==> config.mk <==
export PLATFORM = sky130hd
export DESIGN_NAME = trig_pin_detect
export DESIGN_NICKNAME = d
export VERILOG_FILES = /design/src/rtl/trig_pin_pkg.sv /design/src/rtl/trig_pin_sync.sv /design/src/rtl/trig_pin_cond.sv /design/src/rtl/trig_pin_detect.sv
export SDC_FILE = /design/constraint.sdc
export NUM_CORES = 1
export LEC_CHECK = 0
export BUFFER_PORTS_ARGS = -buffer_cell sky130_fd_sc_hd__buf_2
export CAP_MARGIN = 5
export CORE_AREA = 5 5 42 44
export CTS_BUF_LIST = sky130_fd_sc_hd__clkbuf_4 sky130_fd_sc_hd__clkbuf_8 sky130_fd_sc_hd__clkbuf_16
export DETAILED_ROUTE_END_ITERATION = 8
export DIE_AREA = 0 0 47 49
export PLACE_DENSITY_LB_ADDON = 0.1
export SETUP_SLACK_MARGIN = 0.1
export SYNTH_ARGS = -nofsm -noshare
export SYNTH_HDL_FRONTEND = slang
export SYNTH_SLANG_ARGS = --single-unit
==> constraint.sdc <==
create_clock -name clk_i -period 1.4 [get_ports clk_i]
set_clock_uncertainty 0.1 [all_clocks]
set_input_delay 0.28 -clock clk_i [delete_from_list [all_inputs] [get_ports clk_i]]
set_output_delay 0.28 -clock clk_i [all_outputs]
set_load 0.005 [all_outputs]
==> src/rtl/trig_pin_pkg.sv <==
package trig_pin_pkg;

  // Condition indices; configuration bit = index * NUM_PINS + pin
  localparam int unsigned COND_LOW  = 0;
  localparam int unsigned COND_HIGH = 1;
  localparam int unsigned COND_ANY  = 2;
  localparam int unsigned COND_RISE = 3;
  localparam int unsigned COND_FALL = 4;
  localparam int unsigned NUM_COND  = 5;

  typedef logic [NUM_COND-1:0] cond_vec_t;

endpackage

==> src/rtl/trig_pin_sync.sv <==
module trig_pin_sync #(
  parameter int unsigned STAGES = 2
) (
  input  logic clk_i,
  input  logic rst_ni,
  input  logic pin_i,
  output logic lvl_o,
  output logic vld_o
);

  logic [STAGES-1:0] sh_q, sh_d;
  logic [STAGES-1:0] vq_q, vq_d;

  // vq tracks how far real samples have travelled through the chain
  always_comb begin
    sh_d = {sh_q[STAGES-2:0], pin_i};
    vq_d = {vq_q[STAGES-2:0], 1'b1};
  end

  always_ff @(posedge clk_i or negedge rst_ni) begin
    if (!rst_ni) begin
      sh_q <= '0;
      vq_q <= '0;
    end else begin
      sh_q <= sh_d;
      vq_q <= vq_d;
    end
  end

  assign lvl_o = sh_q[STAGES-1];
  assign vld_o = vq_q[STAGES-1];

endmodule

==> src/rtl/trig_pin_cond.sv <==
module trig_pin_cond
  import trig_pin_pkg::*;
(
  input  logic      clk_i,
  input  logic      rst_ni,
  input  logic      lvl_i,
  input  logic      vld_i,
  input  cond_vec_t en_i,
  output logic      hit_o
);

  logic      prev_q, prev_d, prev_en;
  logic      pvld_q, pvld_d;
  logic      edge_ok;
  cond_vec_t cond;

  // previous-value register loads only real samples
  assign prev_en = vld_i;

  always_comb begin
    prev_d = prev_en ? lvl_i : prev_q;
    pvld_d = pvld_q | vld_i;
  end

  always_ff @(posedge clk_i or negedge rst_ni) begin
    if (!rst_ni) begin
      prev_q <= 1'b0;
      pvld_q <= 1'b0;
    end else begin
      prev_q <= prev_d;
      pvld_q <= pvld_d;
    end
  end

  always_comb begin
    edge_ok         = vld_i & pvld_q;
    cond            = '0;
    cond[COND_LOW]  = vld_i & ~lvl_i;
    cond[COND_HIGH] = vld_i & lvl_i;
    cond[COND_ANY]  = edge_ok & (lvl_i ^ prev_q);
    cond[COND_RISE] = edge_ok & lvl_i & ~prev_q;
    cond[COND_FALL] = edge_ok & ~lvl_i & prev_q;
    hit_o           = |(cond & en_i);
  end

  // an edge condition never holds two cycles running
  a_r5_rise_once: assert property (@(posedge clk_i) disable iff (!rst_ni)
    cond[COND_RISE] |=> !cond[COND_RISE]);
  a_r5_fall_once: assert property (@(posedge clk_i) disable iff (!rst_ni)
    cond[COND_FALL] |=> !cond[COND_FALL]);
  // a repeat of any-edge needs a fresh level change
  a_r6_any_once: assert property (@(posedge clk_i) disable iff (!rst_ni)
    cond[COND_ANY] |=> (!cond[COND_ANY] || !$stable(lvl_i)));

endmodule

==> src/rtl/trig_pin_detect.sv <==
module trig_pin_detect
  import trig_pin_pkg::*;
#(
  parameter int unsigned NUM_PINS    = 2,
  parameter int unsigned SYNC_STAGES = 2,
  localparam int unsigned CFG_W      = NUM_COND * NUM_PINS
) (
  input  logic                clk_i,
  input  logic                rst_ni,
  input  logic [NUM_PINS-1:0] pin_i,
  input  logic [CFG_W-1:0]    cfg_i,
  output logic [NUM_PINS-1:0] trig_o
);

  logic [NUM_PINS-1:0] lvl, vld, hit;
  logic [NUM_PINS-1:0] trig_q, trig_d;

  for (genvar p = 0; p < NUM_PINS; p++) begin : g_pin
    cond_vec_t en;

    // interleaved decode: one enable per condition for this pin
    for (genvar c = 0; c < NUM_COND; c++) begin : g_en
      assign en[c] = cfg_i[c*NUM_PINS + p];
    end

    trig_pin_sync #(.STAGES(SYNC_STAGES)) u_sync (
      .clk_i (clk_i),
      .rst_ni(rst_ni),
      .pin_i (pin_i[p]),
      .lvl_o (lvl[p]),
      .vld_o (vld[p])
    );

    trig_pin_cond u_cond (
      .clk_i (clk_i),
      .rst_ni(rst_ni),
      .lvl_i (lvl[p]),
      .vld_i (vld[p]),
      .en_i  (en),
      .hit_o (hit[p])
    );

    // enabled level seen by the synchroniser reaches the flag
    a_r4_high_level: assert property (@(posedge clk_i) disable iff (!rst_ni)
      (vld[p] && lvl[p] && cfg_i[COND_HIGH*NUM_PINS + p]) |=> trig_o[p]);
    a_r4_low_level: assert property (@(posedge clk_i) disable iff (!rst_ni)
      (vld[p] && !lvl[p] && cfg_i[COND_LOW*NUM_PINS + p]) |=> trig_o[p]);
  end

  always_comb trig_d = hit;

  always_ff @(posedge clk_i or negedge rst_ni) begin
    if (!rst_ni) trig_q <= '0;
    else         trig_q <= trig_d;
  end

  assign trig_o = trig_q;

  // nothing enabled, nothing reported
  a_r8_all_off: assert property (@(posedge clk_i) disable iff (!rst_ni)
    (cfg_i == '0) |=> (trig_o == '0));

endmodule

After elaboration in Yosys (flattened, before gate mapping). Cells that the tools add are included.

Input bits: 14. Memories: 0. Word-level logic and storage cells: 37. Bits in latches: 0. Register bits after elaboration: 14. Output and inout port bits: 2. ROM bits: 0. RAM bits: 0.

Shift-type cells: 0. Div/mod/pow operators: 0. Equal/unequal tests: 0. $lt $le $gt $ge: 0. Multiply operators: 0. Bitwise operators: 26. Multiplexer cells: 0. $add $sub $neg: 0. Reduce and logical (&&, ||, !) cells: 2.

Operators by type and width (count): $and A1 B1 Y1 (16); $and A5 B5 Y5 (2); $reduce_or A5 Y1 (2); $not A1 Y1 (4); $or A1 B1 Y1 (2); $xor A1 B1 Y1 (2).

Depth between registers and ports, before layout.
Word-level depth: 5. Gate-level depth with buffers: 4.

Modules after synthesis. A second synthesis with hierarchy kept.

Cells, all modules: 34. Area, all modules: 493.0 sq um.

Modules (own cells, without submodules): trig_pin_cond (area each 117.6 sq um, times used 2, cells each 11, sequential area each 50.0 sq um); trig_pin_sync (area each 103.8 sq um, times used 2, cells each 5, sequential area each 100.1 sq um); trig_pin_detect (area each 50.0 sq um, times used 1, cells each 2, sequential area each 50.0 sq um).

Worst setup path before layout. OpenSTA, ideal clock, no wires.

Path type: reg-to-reg. From: register g_pin[1].u_sync.sh_q[1]. To: register trig_q[1] (netlist: trig_o[1]). Stages on the path, launching flop included: 4. Path slack: 0.353 ns. Buffers on the path: 0. Required time: 1.178 ns. Setup time: 0.122 ns. Arrival time: 0.826 ns. Period minus slack after synthesis: 1.047 ns. Cell sequence: dfrtp_1 nor3_1 a211oi_1 a32o_1.

Longest elaborated chain between the ends: 5. Elaborated cells between the ends (all ways): 11. Those cells by class: bitwise: 10; reduce/logical: 1.

RTL lines: start: declaration (RTL line trig_pin_sync.sv:11) `logic [STAGES-1:0] sh_q, sh_d;`; start signal: assignment (RTL line trig_pin_sync.sv:22) `sh_q <= '0;`; start signal: assignment (RTL line trig_pin_sync.sv:25) `sh_q <= sh_d;`; $not A1 Y1 (RTL line trig_pin_cond.sv:38, trig_pin_cond.sv:42); $and A1 B1 Y1 (2 in a row) (RTL line trig_pin_cond.sv:42) `cond[COND_FALL] = edge_ok & ~lvl_i & prev_q;`; $and A5 B5 Y5 (*) (RTL line trig_pin_cond.sv:43) `hit_o = |(cond & en_i);`; $reduce_or A5 Y1 (*) (RTL line trig_pin_cond.sv:43); net g_pin[1].u_cond.hit_o (RTL line trig_pin_cond.sv:9) `output logic hit_o`; end signal: assignment (RTL line trig_pin_detect.sv:54) `else trig_q <= trig_d;`; end: declaration (RTL line trig_pin_detect.sv:16) `logic [NUM_PINS-1:0] trig_q, trig_d;`.

The timed path passes the listed nets; every way through them passes the cells marked *. A chain may end at the register's enable or synchronous reset.

Worst setup path in the final report. Same ends and word-level chain as after synthesis.

==> impl_metrics.ini <==
[final_layout]
fin_area_um2 = 579
fin_nets = 67
drive_gt1_frac = 0.442
fillers = 147
layout.cells.non_filler = 68
multiInputGateArea_um2 = 128
seqCellArea_um2 = 300
antenna_cells = 0
syn_to_final_growth_pct = 35.4

[power_and_ir_drop]
power_density_nw_per_um2 = 1230
irDropWorstVdd_mv = 0.473
p_leak_nw = 0.265

[worst_setup_path]
crit_arrival_ns = 1.22
worstPathMaxFanout = 5
startpoint = g_pin[1].u_sync.sh_q[1]$_DFF_PN0_
path_cells = nor3_1 > a211oi_1 > a32o_1
worstSetupEndpoint = trig_o[1]$_DFF_PN0_
rr_worst_depth = 3
cp-end-kind = register
crit_slowest_cell = dfrtp_1
r2r_slack_ns = 0.24
cp-start-kind = register
slowest_delay_ns = 0.42
worstReg2RegStart = g_pin[1].u_sync.sh_q[1]$_DFF_PN0_
path_class = register to register
reg2reg_to = trig_o[1]$_DFF_PN0_
worstPathRequired_ns = 1.46

[placement]
gp_congestion = 0.602
dpl_cell_area_um2 = 523
place_inst = 62
dpl.hpwl_um = 642
io_buffers = 15

[cts]
clock_path_buffers = 2
htreeDepth = 1
cts-resized-gates = 0
clk_pin_slew_ns = 0.08
cts_tree = built
cts_sinks = 12
holdBufCountCts = 2
cts_buffers = 3
clkLatencyLatePin_ns = 0.27
cts_root_buf = clkbuf_4
postCtsSetupRepairBufs = 0

[die]
start_util = 0.305
fp.dieH_um = 49
row_count = 14
fp.dieW_um = 47
coreArea_um2 = 1400
ios = 16
die_area_um2 = 2300

[yosys]
ys_ff_latch = 12
synth.distinct_cells = 15
synth.area.top_cells = dfrtp_1, mux2_2, a32o_1, mux2i_1, nor3_1
synth_top_area_share = 0.702
synth_cells = 31
yosysTopAreaCell = dfrtp_1
yosys_warnings = 0
synth_area_per_cell_um2 = 13.8
syn_nets = 45
yosysSeqAreaShare = 0.702
synth_area_um2 = 428

[global_routing]
grt_pass1_vias = 331
grt_usage = 0.0848
antenna_found_initial = 0
grt_max_degree = 13
grt_use_met1 = 0.0957
grtUsageMet3 = 0.0221
met2_usage = 0.127
grt_overflow = 0
grt_first_pass_wirelength_mm = 1.36
busiest_layer = met2

[sta]
setup_violations = 0
slew_viol_final = 0
min_period_ns = 1.16
hold_viol_final = 0
fin_crit_sh = 0.827
fmax_mhz = 864
rsz0062_at_grt = false
setup_tns_ns = 0

[route]
drc = 0
routed_via_density = 4.51
ant_nets = 0
firstDrtPassIters = 4
drt_iter0_drc = 1
routed_wl_um = 842
wl_per_cell_um = 12.4
vias = 307

[flow_run]
maxCapViolCount = 0

[status]
status = finished, final reports clean

[worst_hold_path]
hold_path_class = input port to register
final cells by class:
cell class,count,share of cell area
clock buffer,4,0.0626
tap,16,0.0346
timing repair buffer,17,0.164
multi-input combinational,19,0.220
sequential,12,0.518
layout by cell type (no fill, tap or decap), types with 2 or more instances in the layout:
master         count
dlygate4sd3_1      2
dfrtp_1           12
o21ai_0            2
nor3_1             2
mux2_2             2
nor2_1             2
buf_2             15
clkbuf_4           3
o21ai_1            2
cells by family after synthesis:
group,share of synthesized area
DFF,0.702
AOI/OAI and AO/OA,0.126
and+or+nand+nor,0.0878
muxes,0.0760
other,0.00876
layer usage:
| layer | vias up | share of wire |
|---|---|---|
| li1 | 149 | - |
| met1 | 152 | 0.37 |
| met2 | 6 | 0.57 |
| met3 | 0 | 0.064 |
| met4 | 0 | 0 |
| met5 | - | 0 |
state kept, by name (all words and copies together), names as in the netlist:
name                 cells
g_pin.u_sync.vq_q        2
g_pin.u_sync.sh_q        4
g_pin.u_cond.prev_q      2
trig_o                   2
g_pin.u_cond.pvld_q      2
through the flow:
step                      utilization  hold slack [ns]  power (mW)  worst slack [ns]
after floorplan                     -           -0.116       0.407             0.353
after global placement          0.373           0.0636       0.440             0.338
after detailed placement        0.373           0.0733       0.445             0.255
after CTS                       0.413         0.000355       0.730             0.244
after global routing            0.413          0.00595       0.750             0.215
final                           0.413           0.0150       0.714             0.243
worst max-delay path: cells and delay by family (launching register included):
family             cells  cell delay [ns]
and+or+nand+nor        1             0.22
DFF                    1             0.42
AOI/OAI and AO/OA      2             0.30
synth_stat cells:
cell and instances:
or2_2 1, nor3b_1 1, mux2i_1 1, o21ai_1 2, o21ai_2 1, a211oi_1 1, conb_1 1, dfrtp_1 12
nor3_1 2, nor2_1 2, a32o_1 1, o21ai_0 2, or2_1 1, mux2_2 2, a21boi_1 1
report_power, final:
| part | total [mW] | leakage (nW) | switching, mW | internal (mW) |
|---|---|---|---|---|
| combinational | 0.0620 | 0.109 | 0.0253 | 0.0367 |
| clock | 0.272 | 0.0210 | 0.114 | 0.158 |
| sequential | 0.380 | 0.136 | 0.0132 | 0.366 |
worst min-delay path by stage:
stage	startpoint	end	slack [ns]	depth (start not counted)
after detailed placement	rst_ni	g_pin[0].u_cond.pvld_q$_DFF_PN0_	0.07	1
final	pin_i[0]	g_pin[0].u_sync.sh_q[0]$_DFF_PN0_	0.01	1
after global routing	pin_i[0]	g_pin[0].u_sync.sh_q[0]$_DFF_PN0_	0.006	1
after global placement	rst_ni	trig_o[0]$_DFF_PN0_	0.06	1
after CTS	pin_i[0]	g_pin[0].u_sync.sh_q[0]$_DFF_PN0_	0.0004	1
after floorplan	rst_ni	g_pin[0].u_cond.prev_q$_DFFE_PN0P_	-0.12	0
No activity file was read; power rests on OpenSTA's default activity.
